===== config.mk =====
export PLATFORM = sky130hd
export DESIGN_NAME = opfwd_unit
export DESIGN_NICKNAME = d
export VERILOG_FILES = /design/src/rtl/opfwd_pkg.sv /design/src/rtl/opfwd_hit.sv /design/src/rtl/opfwd_pick.sv /design/src/rtl/opfwd_unit.sv
export SDC_FILE = /design/constraint.sdc
export NUM_CORES = 1
export LEC_CHECK = 0
export ABC_AREA = 1
export CAP_MARGIN = 15
export CORE_AREA = 2 2 39 41
export DETAILED_ROUTE_END_ITERATION = 16
export DIE_AREA = 0 0 41 43
export DONT_BUFFER_PORTS = 1
export SYNTH_ARGS = -nofsm -noshare
export SYNTH_HDL_FRONTEND = slang
export SYNTH_SLANG_ARGS = --single-unit

===== constraint.sdc =====
create_clock -name vclk -period 0.9
set_input_delay 0.18 -clock vclk [all_inputs]
set_output_delay 0.18 -clock vclk [all_outputs]
set_load 0.01 [all_outputs]

===== src/rtl/opfwd_pkg.sv =====
package opfwd_pkg;
    localparam int REG_W   = 5;
    localparam int NUM_SRC = 2;

    typedef enum logic [1:0] {
        SRC_REGFILE = 2'b00,
        SRC_LATE    = 2'b01,
        SRC_NEAR    = 2'b10
    } opnd_src_e;
endpackage


===== src/rtl/opfwd_hit.sv =====
module opfwd_hit #(
    parameter int REG_W = 5
) (
    input  logic [REG_W-1:0] src,
    input  logic [REG_W-1:0] dst,
    input  logic             wr_en,
    output logic             hit
);
    localparam logic [REG_W-1:0] ZERO_REG = '0;

    always_comb begin
        hit = wr_en && (dst != ZERO_REG) && (dst == src);
    end
endmodule


===== src/rtl/opfwd_pick.sv =====
module opfwd_pick
    import opfwd_pkg::*;
(
    input  logic      near_hit,
    input  logic      late_hit,
    output opnd_src_e sel
);
    always_comb begin
        unique case ({near_hit, late_hit})
            2'b10, 2'b11: sel = SRC_NEAR;
            2'b01:        sel = SRC_LATE;
            default:      sel = SRC_REGFILE;
        endcase
    end
endmodule


===== src/rtl/opfwd_unit.sv =====
module opfwd_unit
    import opfwd_pkg::*;
(
    input  logic [4:0] ex_src_a,
    input  logic [4:0] ex_src_b,
    input  logic [4:0] mem_dst,
    input  logic       mem_wr_en,
    input  logic [4:0] wb_dst,
    input  logic       wb_wr_en,
    output logic [1:0] opnd_a_sel,
    output logic [1:0] opnd_b_sel
);
    logic [REG_W-1:0] src_vec  [NUM_SRC];
    opnd_src_e        sel_vec  [NUM_SRC];
    logic             near_vec [NUM_SRC];
    logic             late_vec [NUM_SRC];

    always_comb begin
        src_vec[0] = ex_src_a;
        src_vec[1] = ex_src_b;
    end

    for (genvar i = 0; i < NUM_SRC; i++) begin : g_opnd
        opfwd_hit #(.REG_W(REG_W)) u_near (
            .src(src_vec[i]), .dst(mem_dst), .wr_en(mem_wr_en), .hit(near_vec[i])
        );
        opfwd_hit #(.REG_W(REG_W)) u_late (
            .src(src_vec[i]), .dst(wb_dst), .wr_en(wb_wr_en), .hit(late_vec[i])
        );
        opfwd_pick u_pick (
            .near_hit(near_vec[i]), .late_hit(late_vec[i]), .sel(sel_vec[i])
        );

        always_comb begin

            near_fwd_chk: assert (!(near_vec[i]) || sel_vec[i] == SRC_NEAR);

            no_wr_near_chk: assert (mem_wr_en || sel_vec[i] != SRC_NEAR);

            no_wr_late_chk: assert (wb_wr_en || sel_vec[i] != SRC_LATE);

            zero_reg_chk: assert (src_vec[i] != '0 || sel_vec[i] == SRC_REGFILE);

            newest_wins_chk: assert (!(near_vec[i] && late_vec[i]) || sel_vec[i] == SRC_NEAR);

            legal_code_chk: assert (sel_vec[i] != opnd_src_e'(2'b11));
        end
    end

    always_comb begin
        opnd_a_sel = sel_vec[0];
        opnd_b_sel = sel_vec[1];
    end

    always_comb begin

        same_src_chk: assert (ex_src_a != ex_src_b || opnd_a_sel == opnd_b_sel);
    end
endmodule


# Yosys cells after proc, flatten, opt, wreduce, memory -nomap -nowiden
# Cells that the tools add are included.
[totals]
ff_bits = 0
out_inout_bits = 4
wordCells = 22
[classes]
eq_ne = 10
muxes = 2
reduce_logical = 10
[op_table]
columns = ["op", "n"]
rows = [
  ["== test 5 bit", 4],
  ["nonzero test 5 bit", 2],
  ["== test 2 bit, second input constant", 4],
  ["case mux 2 bit (2 select lines)", 2],
  ["logical AND 1 bit", 6],
  ["== test 2 x 1 -> 1 bit, second input constant", 2],
  ["OR reduction 2 bit", 2],
]

# Logic depth before layout (Yosys ltp)
[depth]
word_depth = 6
mapped_depth = 7

# By module
# Synthesis repeated with hierarchy kept, for this count alone.
[hier_totals]
cells_unflattened = 122
hier_area_um2 = 488.0
[modules_own_cells]
columns = ["mod", "instances", "cells_per_inst", "area_each_um2"]
rows = [
  ["opfwd_hit", 4, 29, 116.4],
  ["opfwd_pick", 2, 3, 11.3],
]

# Worst setup path after synthesis
# No wires, ideal clock.
[synth_timing]
path_type = "input-to-output"
startpoint = "input mem_dst[1]"
endpoint = "output opnd_a_sel[0]"
t_arrival_ns = 0.741
t_required_ns = 0.720
slack_ns = -0.021
stages = 5
cell_sequence = "nor2_1 > nand3_1 > o21ai_2 > nor2_2 > nor2_1"
[synth_via]
elab_chain_cells = 6
elab_cells_between_ends = 9
[synth_lines]
columns = ["item", "line", "rtl"]
rows = [
  ["from (decl)", "opfwd_unit.sv:6", "input logic [4:0] mem_dst,"],
  ["nonzero test 5 bit", "opfwd_hit.sv:12", "hit = wr_en && (dst != ZERO_REG) && (dst == src);"],
  ["logical AND 1 bit", "opfwd_hit.sv:12", ""],
  ["logical AND 1 bit *", "opfwd_hit.sv:12", ""],
  ["== test 2 bit", "opfwd_pick.sv:9", "unique case ({near_hit, late_hit})"],
  ["OR reduction 2 bit", "opfwd_pick.sv:9", ""],
  ["case mux 2 bit (2 select lines) *", "opfwd_pick.sv:9", ""],
  ["to (decl)", "opfwd_unit.sv:10", "output logic [1:0] opnd_a_sel,"],
]
# Every way passes the cells marked *; elsewhere a longest branch is shown, timed or not.

# Worst setup path after layout
[layout_timing]
startpoint = "input mem_dst[1]"
endpoint = "output opnd_b_sel[1]"
[layout_via]
elab_chain_cells = 6
elab_cells_between_ends = 9
[layout_lines]
columns = ["item", "line", "rtl"]
rows = [
  ["nonzero test 5 bit", "opfwd_hit.sv:12", ""],
  ["logical AND 1 bit", "opfwd_hit.sv:12", ""],
  ["logical AND 1 bit *", "opfwd_hit.sv:12", ""],
  ["== test 2 bit", "opfwd_pick.sv:9", ""],
  ["OR reduction 2 bit", "opfwd_pick.sv:9", ""],
  ["case mux 2 bit (2 select lines) *", "opfwd_pick.sv:9", ""],
  ["to (decl)", "opfwd_unit.sv:11", "output logic [1:0] opnd_b_sel"],
]
# Marks and branches as above.

==> summary.txt <==
Run status -> complete, but fails checks
Max Fanout on Critical Path -> 4
Power density normalized to cell area -> 350 nW/um^2
Starting density of the core -> 26.3%
Cell area after placement -> 397 sq um
Area leader, netlist -> nand2_1
Ratio of routed vias to standard cells -> 4.64
Arrival time of the worst setup path -> 780 ps
Mean post-synth cell area -> 4.61 sq um
Port Buf Inserts -> 0
Wire length of the first global-routing pass -> 1.56 mm
Number of remaining DRC errors -> 0
Residual overflow from global routing -> 0
Area occupied by registers -> 0 sq um
Worst path setup slack after routing -> -63.6 ps
Met1 layer wirelength in the final routing -> 401 um
Mapped cell area -> 364 sq um
Headroom to the max-slew limit -> 89.0%
Top-level I/O count -> 26
Non-filler instance count after layout -> 96
Via count -> 445
Number of nets in the finished design -> 104
Post-layout util -> 38.6%
Setup total negative slack -> -117 ps
Via count of the first global-routing pass -> 448
RD Place Congestion -> 0.764
Violated checks -> negative setup slack
Count of distinct cell types in the synthesized netlist -> 9
Sum of met3 wire segment lengths after detailed routing -> 126 um
Worst setup EP type -> output port
Number of antenna violations at the first check in global routing -> 0
Maximum number of pins on one net before global-route repair -> 5
X dimension of the die -> 41 um
Filler Cells Inserted -> 156
Leading post-synthesis cells by cell area -> nand2_1 34%, xor2_1 14%, nor2_1 13%
Met2 Routed Length -> 605 um
Post-route total power -> 187 uW
Final-layout worst hold slack -> 478 ps
Setup-violating endpoint count in the final report -> 3
Die boundary height -> 43 um
Synthesized netlist net count -> 101
Count of endpoints failing hold in the final timing report -> 0
Die footprint -> 1760 sq um
Hpwl dp -> 915 um
Sum of routed wire length over all layers -> 1.13 mm
Synth warn -> 0
Synthesized instance count -> 79
Proportion of layout cells with a drive suffix above 1 -> 46.3%
GRT Util Overall -> 11.8%
Leak pwr -> 0.267 nW
Type of origin of the critical path -> primary input
Sequential share of the synthesized area -> 0%
Post-layout instance area -> 534 sq um
WP data required -> 720 ps
Placed cells -> 96
Minimum period implied by the final worst setup slack -> 964 ps
Final antenna-violating net count -> 0
Capture point of the worst path -> opnd_b_sel[1]
Post-synth top area share -> 34.0%
Top-count cell post-synth -> nand2_1
Worst Path Class, Setup -> in -> out
Initial DRC Count -> 6
RSZ-0062 raised after global routing -> yes
Site Rows -> 14
Tightest Hold Check Type -> in -> out
Fmax -> 1040 MHz
Number of violations of the max-capacitance limit -> 0
Total iterations of the first detailed-routing run -> 4
Critical path launch point -> mem_dst[1]
Final cycle utilization of the critical path -> 107%
Transition time at the pin with the least slew margin -> 164 ps
Signed area change from the synthesized netlist to the final layout -> 46.7%
Count of clock buffers in the final design -> 0
Commonest cells post-synth -> 33 x nand2_1, 13 x nor2_1, 11 x inv_1, 6 x nand3_1, 6 x xor2_1
Pins over their slew limit -> 0
Final antenna diode count -> 0
Worst Setup Slack post-DPL -> -95.9 ps
Routed length per placed instance -> 11.8 um
Core box area -> 1380 sq um
Peak supply drop -> 0.139 mV
Highest routed layer -> met3
Sequential cells -> 0
report_power, final:
part           switching (mW)  internal [mW]  total [mW]
combinational          0.0920         0.0947       0.187
clock                       0              0           0
sequential                  0              0           0
cell usage in the layout, fill, tap and decap left out, types with 3 or more instances in the layout:
cell     netlist  final
xor2_1         6      6
inv_1         11      3
inv_4          0      3
nand3_1        6      4
inv_8          0      3
inv_2          3      4
nand2_1       33     20
nor2_2         2      3
nand2_2        0     11
nor2_4         0      4
nor2_1        13      8
worst min path at each step:
stage,from,endpoint,slack [ps],depth (start not counted)
finish,mem_wr_en,opnd_a_sel[1],480,2
global route,mem_wr_en,opnd_a_sel[1],490,2
CTS,mem_wr_en,opnd_a_sel[1],470,2
detailed placement,mem_wr_en,opnd_a_sel[1],500,2
global placement,mem_wr_en,opnd_a_sel[1],500,2
floorplan,mem_wr_en,opnd_a_sel[1],480,2
cell type report:
cell class	count	area, sq um	area share, %
well taps	16	20.0	3.75
repair buffers	1	7.51	1.41
inverters	14	87.6	16.4
multi-input cells	65	419	78.5
layer usage:
layer	vias to the layer above	global-route usage, %
li1	236	-
met1	187	14.6
met2	22	20.9
met3	0	2.62
met4	0	0
met5	-	0
kinds of logic after synthesis:
group,Yosys count,synth area share [%]
AOI/OAI and AO/OA,1,2.41
and+or+nand+nor,54,59.1
xor gates and xnor gates,10,24.1
buffers and inverters,14,14.4
critical path, cell delays in order:
cell and delay [ps]:
inv_8 20, nand2_2 50, nand2_2 60, nor2_2 120
nand3_1 100, nor2_2 120, buf_4 140
repair_timing:
item | in CTS | in global routing
endpoints found under the setup margin | 3 | 4
resized for setup | 17 | 32
buffers inserted | 0 | 0
pin swaps | 11 | 30
hold buffers | 0 | 0
Power figures use the tool's default switching activity.
